File: src/rtl/cmpw_pkg.sv
package cmpw_pkg;

    typedef enum logic [1:0] {
        KIND_PLAIN = 2'd0,
        KIND_FAST  = 2'd1,
        KIND_PHASE = 2'd2
    } wave_kind_e;

    typedef enum logic [1:0] {
        ACT_HOLD   = 2'd0,
        ACT_TOGGLE = 2'd1,
        ACT_CLEAR  = 2'd2,
        ACT_SET    = 2'd3
    } act_e;

    typedef struct packed {
        logic wave;
    } ch_state_t;

endpackage

File: src/rtl/cmpw_mode_decode.sv
module cmpw_mode_decode
    import cmpw_pkg::*;
(
    input  logic [2:0]  wave_mode,
    output wave_kind_e  kind,
    output logic        alt_bit
);
    always_comb begin
        case (wave_mode[1:0])
            2'b01:   kind = KIND_PHASE;
            2'b11:   kind = KIND_FAST;
            default: kind = KIND_PLAIN;
        endcase
        alt_bit = wave_mode[2];
    end
endmodule

File: src/rtl/cmpw_action.sv
module cmpw_action
    import cmpw_pkg::*;
#(
    parameter bit TOGGLE_OK = 1'b1
) (
    input  wave_kind_e  kind,
    input  logic        alt_bit,
    input  logic [1:0]  field,
    input  logic        match,
    input  logic        at_top,
    input  logic        at_bottom,
    input  logic        count_down,
    input  logic        cmp_is_top,
    output act_e        act
);
    always_comb begin
        act = ACT_HOLD;
        if (field != 2'b00) begin
            if (kind == KIND_PLAIN) begin
                if (match) begin
                    case (field)
                        2'b01:   act = ACT_TOGGLE;
                        2'b10:   act = ACT_CLEAR;
                        default: act = ACT_SET;
                    endcase
                end
            end else if (field == 2'b01) begin
                if (TOGGLE_OK && alt_bit && match)
                    act = ACT_TOGGLE;
            end else if (kind == KIND_FAST) begin
                if (at_bottom)
                    act = field[0] ? ACT_CLEAR : ACT_SET;
                else if (match && !cmp_is_top)
                    act = field[0] ? ACT_SET : ACT_CLEAR;
            end else begin
                if (cmp_is_top) begin
                    if (at_top)
                        act = field[0] ? ACT_CLEAR : ACT_SET;
                end else if (match) begin
                    act = (field[0] ^ count_down) ? ACT_SET : ACT_CLEAR;
                end
            end
        end
    end
endmodule

File: src/rtl/cmpw_channel.sv
module cmpw_channel
    import cmpw_pkg::*;
#(
    parameter bit TOGGLE_OK = 1'b1
) (
    input  logic        clk,
    input  logic        rst_n,
    input  wave_kind_e  kind,
    input  logic        alt_bit,
    input  logic [1:0]  field,
    input  logic        match,
    input  logic        at_top,
    input  logic        at_bottom,
    input  logic        count_down,
    input  logic        cmp_is_top,
    output logic        wave,
    output logic        ovr
);
    act_e      act;
    ch_state_t st_d, st_q;

    cmpw_action #(.TOGGLE_OK(TOGGLE_OK)) u_act (
        .kind       (kind),
        .alt_bit    (alt_bit),
        .field      (field),
        .match      (match),
        .at_top     (at_top),
        .at_bottom  (at_bottom),
        .count_down (count_down),
        .cmp_is_top (cmp_is_top),
        .act        (act)
    );

    always_comb begin
        st_d = st_q;
        case (act)
            ACT_TOGGLE: st_d.wave = ~st_q.wave;
            ACT_CLEAR:  st_d.wave = 1'b0;
            ACT_SET:    st_d.wave = 1'b1;
            default:    st_d.wave = st_q.wave;
        endcase
    end

    always_ff @(posedge clk or negedge rst_n) begin
        if (!rst_n) st_q <= '0;
        else        st_q <= st_d;
    end

    assign wave = st_q.wave;
    assign ovr  = (field != 2'b00);


    disconnected_hold_chk: assert property (@(posedge clk) disable iff (!rst_n)
        (field == 2'b00) |=> (wave == $past(wave)));


    fast_bottom_wins_chk: assert property (@(posedge clk) disable iff (!rst_n)
        (kind == KIND_FAST && field[1] && at_bottom) |=> (wave == ~$past(field[0])));


    plain_clear_chk: assert property (@(posedge clk) disable iff (!rst_n)
        (kind == KIND_PLAIN && field == 2'b10 && match) |=> (wave == 1'b0));


    phase_top_corner_chk: assert property (@(posedge clk) disable iff (!rst_n)
        (kind == KIND_PHASE && field[1] && cmp_is_top && at_top) |=> (wave == ~$past(field[0])));


    reserved_hold_chk: assert property (@(posedge clk) disable iff (!rst_n)
        (!TOGGLE_OK && kind != KIND_PLAIN && field == 2'b01) |=> $stable(wave));
endmodule

File: src/rtl/cmpw_top.sv
module cmpw_top
    import cmpw_pkg::*;
#(
    parameter int               NCH             = 2,
    parameter logic [NCH-1:0]   PWM_TOGGLE_MASK = 2'b01
) (
    input  logic                clk,
    input  logic                rst_n,
    input  logic [2:0]          wave_mode,
    input  logic [2*NCH-1:0]    out_mode,
    input  logic [NCH-1:0]      match,
    input  logic                at_top,
    input  logic                at_bottom,
    input  logic                count_down,
    input  logic [NCH-1:0]      cmp_is_top,
    output logic [NCH-1:0]      wave_out,
    output logic [NCH-1:0]      ovr_en
);
    localparam int FW = 2;

    wave_kind_e kind;
    logic       alt_bit;

    cmpw_mode_decode u_dec (
        .wave_mode (wave_mode),
        .kind      (kind),
        .alt_bit   (alt_bit)
    );

    for (genvar c = 0; c < NCH; c++) begin : g_ch
        cmpw_channel #(.TOGGLE_OK(PWM_TOGGLE_MASK[c])) u_ch (
            .clk        (clk),
            .rst_n      (rst_n),
            .kind       (kind),
            .alt_bit    (alt_bit),
            .field      (out_mode[FW*c +: FW]),
            .match      (match[c]),
            .at_top     (at_top),
            .at_bottom  (at_bottom),
            .count_down (count_down),
            .cmp_is_top (cmp_is_top[c]),
            .wave       (wave_out[c]),
            .ovr        (ovr_en[c])
        );
    end
endmodule

File: config.mk
export PLATFORM = sky130hd
export DESIGN_NAME = cmpw_top
export DESIGN_NICKNAME = d
export VERILOG_FILES = /design/src/rtl/cmpw_pkg.sv /design/src/rtl/cmpw_mode_decode.sv /design/src/rtl/cmpw_action.sv /design/src/rtl/cmpw_channel.sv /design/src/rtl/cmpw_top.sv
export SDC_FILE = /design/constraint.sdc
export NUM_CORES = 1
export LEC_CHECK = 0
export BUFFER_PORTS_ARGS = -buffer_cell sky130_fd_sc_hd__buf_2
export CAP_MARGIN = 0
export CORE_AREA = 2 2 39 41
export CTS_CLUSTER_SIZE = 14
export DETAILED_ROUTE_END_ITERATION = 8
export DIE_AREA = 0 0 41 43
export GPL_TIMING_DRIVEN = 0
export PLACE_DENSITY = 0.57
export RECOVER_POWER = 50
export REMOVE_ABC_BUFFERS = 1
export SYNTH_ARGS = -nofsm -noshare
export SYNTH_HDL_FRONTEND = slang
export SYNTH_SLANG_ARGS = --single-unit
File: constraint.sdc
create_clock -name clk -period 1 [get_ports clk]
set_input_delay 0.15 -clock clk [delete_from_list [all_inputs] [get_ports clk]]
set_output_delay 0.15 -clock clk [all_outputs]
set_load 0.05 [all_outputs]
Yosys cells after proc, flatten, opt, wreduce, memory -nomap -nowiden
Cells that the tools add are included.

Register bits after elaboration: 2. Input bits: 16. Output and inout bits: 4. Word-level logic and storage cells: 61.

Equality and inequality tests: 13. Muxes and demuxes: 32. Bitwise operators: 4. Reductions and logical operators: 10.

Operators by type and width (number): $mux 2 (20); $eq 2x2->1 const B (7); $eq 2x1->1 const B (6); $pmux 2 s2 (3); $mux 1 (7); $pmux 1 s3 (2); $reduce_bool 3->1 (2); $reduce_bool 2->1 (2); $logic_and 1x1->1 (3); $logic_not 1->1 (2); $logic_not 2->1 (1); $not 1->1 (2); $xor 1x1->1 (2).

Logic depth before layout (Yosys ltp)
Word-level depth: 10. Depth in mapped cells: 5. Mapped depth without buffers: 4.

By module
Synthesis repeated with hierarchy kept, for this count alone.

Cell total of the unflattened synthesis: 50. Area total of the unflattened synthesis: 406.6 um^2.

Modules (own cells, without submodules): cmpw_action at g_ch[1].u_ch.u_act (instances 1, cells each 21, area each 136.4 um^2); cmpw_action at g_ch[0].u_ch.u_act (instances 1, cells each 18, area each 123.9 um^2); cmpw_channel (instances 2, cells each 4, area each 61.3 um^2); cmpw_mode_decode (instances 1, cells each 3, area each 23.8 um^2).

Worst setup path before layout
OpenSTA, ideal clock, no wires.

Path type: input to register. Start point: in wave_mode[1]. End point: reg g_ch[1].u_ch.st_q. Data arrival time: 0.984 ns. Path slack: -0.115 ns. Cell stages on the path: 5. Buffers on the path: 1. Cell sequence: buf_6 -> and3_2 -> o41ai_2 -> a31oi_1 -> xor2_1.

Longest elaborated chain between the ends: 9.

RTL lines: from (decl) (line cmpw_top.sv:9) `input logic [2:0] wave_mode,`; $eq 2x2->1 / $eq 2x1->1 (equally long branches) (line cmpw_mode_decode.sv:9) `case (wave_mode[1:0])`; $pmux 2 s2 (*) (line cmpw_mode_decode.sv:9); $eq 2x1->1 (line cmpw_action.sv:30) `end else if (kind == KIND_FAST) begin`; $mux 2 (line cmpw_action.sv:30); $mux 2 (line cmpw_action.sv:27) `end else if (field == 2'b01) begin`; $mux 2 (*) (line cmpw_action.sv:19) `if (kind == KIND_PLAIN) begin`; $mux 2 (*) (line cmpw_action.sv:18) `if (field != 2'b00) begin`; $eq 2x2->1 / $eq 2x1->1 (equally long branches) (line cmpw_channel.sv:36) `case (act)`; $pmux 1 s3 / $reduce_bool 3->1 (equally long branches); to (signal assigned) (line cmpw_channel.sv:46) `else st_q <= st_d;`; to (decl) (line cmpw_channel.sv:20) `ch_state_t st_d, st_q;`.

Mark *: on every way between the ends. The rest lies on a longest branch, timed or not. A chain may end at the register's enable or synchronous reset.

Worst setup path after layout
Start point: in wave_mode[0]. End point: reg g_ch[1].u_ch.st_q.

The elaborated chain is that of the path after synthesis.

==> results.cfg <==
[run_status]
outcome = complete, no violations

[critical_path]
arrival_ps = 1090
worst_path_largest_cell_delay_ps = 350
crit_slowest_cell = o41ai_4
r2r_start = g_ch[0].u_ch.wave$_DFFE_PN0P_
worst_setup_path_end_kind = register
crit_chain = buf_6, and3_4, o41ai_4, a31oi_2, xor2_1
critPathMaxFanout = 11
worstSetupStartpointType = input port
critPathRequiredTime_ps = 1100
rr_endpoint = g_ch[0].u_ch.wave$_DFFE_PN0P_
rrSetupSlack_ps = 140
critPathKind = input port to register
reg2reg_depth = 3

[finish]
instances_no_fill = 83
final_nets = 85
largest_reg_flops = 2
syn2layout_area_growth_pct = 37.5
seq_area_um2 = 50.0
final.fill_count = 162
design_area_um2 = 518
drive_gt1_frac = 0.403
final_core_util = 0.374
antennaDiodeCount = 0
multi_input_area_um2 = 292

[synthesis]
netlist_area_um2 = 377
yosysSeqAreaShare = 0.133
ys_seq_elements = 2
synth.area.top_cells = dfrtp_1, buf_4, o21ai_0
yosys_warnings = 0
netlist_instances = 50
synth_flop_cell = dfrtp_1
synth_top_area_cell = dfrtp_1
synth_top_area_frac = 0.133
netlist-cell-type-count = 28
synth_edf_count = 0
synth.most_common_cell = o21ai_0
synthTopCellsByCount = o21ai_0, buf_4, a31oi_1, inv_1, nand2b_1
syn_area_per_cell_um2 = 7.53
async_reset_ff_frac = 1.00

[place]
dpl_worst_slack_ps = -260
dp_hpwl_um = 706
finalWeightedCongestion = 0.693
port_buffers = 19
placed_cell_area_um2 = 443
dp.cells = 79

[floorplanning]
die_area_um2 = 1760
initial_core_util = 0.272
fp.dieH_um = 43
ios = 20
core_um2 = 1380
die_w_um = 41
rows = 14

[clock_tree]
cts_tree = done
clock_path_buffers = 2
path_clk_slew_ps = 30
worstSkewPairLatency_ps = 230
cts-htree-levels = 1
cts-root-buf = clkbuf_4
numCtsBuffers = 3
post_cts_buffers = 0
cts_sinks = 2

[route]
vias = 437
drt_iter0_drc = 10
totalWireLength_um = 954
first_pass_iters = 4
detail_route.wl_per_cell_um = 11.5
ant_nets = 0
vias_per_cell = 5.27
drc = 0

[timing]
rsz0062_at_grt = true
final-setup-viol-count = 0
fin_crit_sh = 0.987
hold_violations = 0
drv_slew = 0
hold_ws_ps = 240
worst_slack_ps = 13.1
worst_pin_slew_ps = 368
achievable-frequency_ghz = 1.01
relSlewSlack = 0.752
skew_ps = 0
period_minus_slack_ps = 987
final.setup.tns_ps = 0

[global_routing]
grt_pass1_vias = 337
grt.total_usage = 0.119
grt_max_degree = 12
grt_first_pass_wirelength_um = 1350
gr-total-overflow = 0
antenna_found_initial = 0

[pwr]
irDropWorstVdd_v = 0.000457
p_per_area_nw_per_um2 = 1190
cellLeakagePower_nw = 0.243
power_mw = 0.616

[job]
cap_violations = 0

[worst_hold_path]
hold_class = input port to asynchronous set/reset pin
## where the power goes
part	leakage [nW]	switching (mW)	total [mW]	internal, mW
Sequential	0.0240	0.0106	0.115	0.105
Clock	0.0138	0.0559	0.189	0.133
Combinational	0.205	0.199	0.312	0.113
## worst max-delay path: cells and delay by family
family,cells,cell delay (ps)
buffers and inverters,1,120
AND/OR/NAND/NOR,1,180
XOR/XNOR,1,160
AO/OA/AOI/OAI,2,480
## final cells by class
type                    instances  area share
clock buffers                   3      0.0435
inverters                       4      0.0290
multi-input cells              38       0.563
flip-flops and latches          2      0.0966
well taps                      16      0.0386
repair buffers                 20       0.229
## logic make-up after synthesis
kind of cell    after synthesis  synth area share
compound gates               19             0.369
xor+xnor                      1            0.0233
buf+inv                      10             0.169
flops                         2             0.133
simple gates                 18             0.306
## worst max-delay path by stage
stage	startpoint	to	slack [ps]	cells after the start
3_3_place_gp	wave_mode[0]	g_ch[1].u_ch.wave$_DFFE_PN0P_	-260	5
2_1_floorplan	out_mode[2]	g_ch[1].u_ch.wave$_DFFE_PN0P_	-170	4
3_5_place_dp	wave_mode[0]	g_ch[1].u_ch.wave$_DFFE_PN0P_	-260	5
5_1_grt	wave_mode[0]	g_ch[1].u_ch.wave$_DFFE_PN0P_	-30	5
4_1_cts	g_ch[0].u_ch.wave$_DFFE_PN0P_	wave_out[0]	5	1
6_report	wave_mode[0]	g_ch[1].u_ch.wave$_DFFE_PN0P_	10	5
## timing repair
action	4_1_cts	5_1_grt
pin swaps	2	2
hold buffers	1	0
resized for setup	1	10
setup endpoints to repair	1	3
hold endpoints to repair	2	0
## layer usage
layer | part of all wire | vias to the layer above | track usage
li1 | - | 217 | -
met4 | 0.023 | 0 | 0.100
met1 | 0.43 | 197 | 0.145
met2 | 0.46 | 21 | 0.153
met3 | 0.085 | 2 | 0.0524
met5 | 0 | - | 0
## placed cells by master (no fill, tap or decap)
cell / count
a21o_1: 1
xor2_1: 1
nor4bb_1: 2
dlygate4sd3_1: 1
dfrtp_1: 2
or2_2: 1
o2111ai_1: 1
o311a_1: 1
and3_1: 1
a21boi_0: 2
a31oi_1: 2
and2_1: 1
buf_2: 14
o21ai_0: 6
nand2b_4: 1
clkbuf_1: 1
inv_1: 3
a31oi_2: 1
inv_2: 1
and3_4: 1
nor2_1: 2
clkbuf_4: 4
a311oi_1: 1
nand3_1: 1
buf_6: 2
nand2_1: 2
clkbuf_2: 1
and3b_1: 1
nand2b_1: 2
or2_1: 1
o41ai_4: 1
nand3b_1: 2
a22oi_1: 2
a2bb2oi_1: 1
No activity file was read; power rests on OpenSTA's default activity.
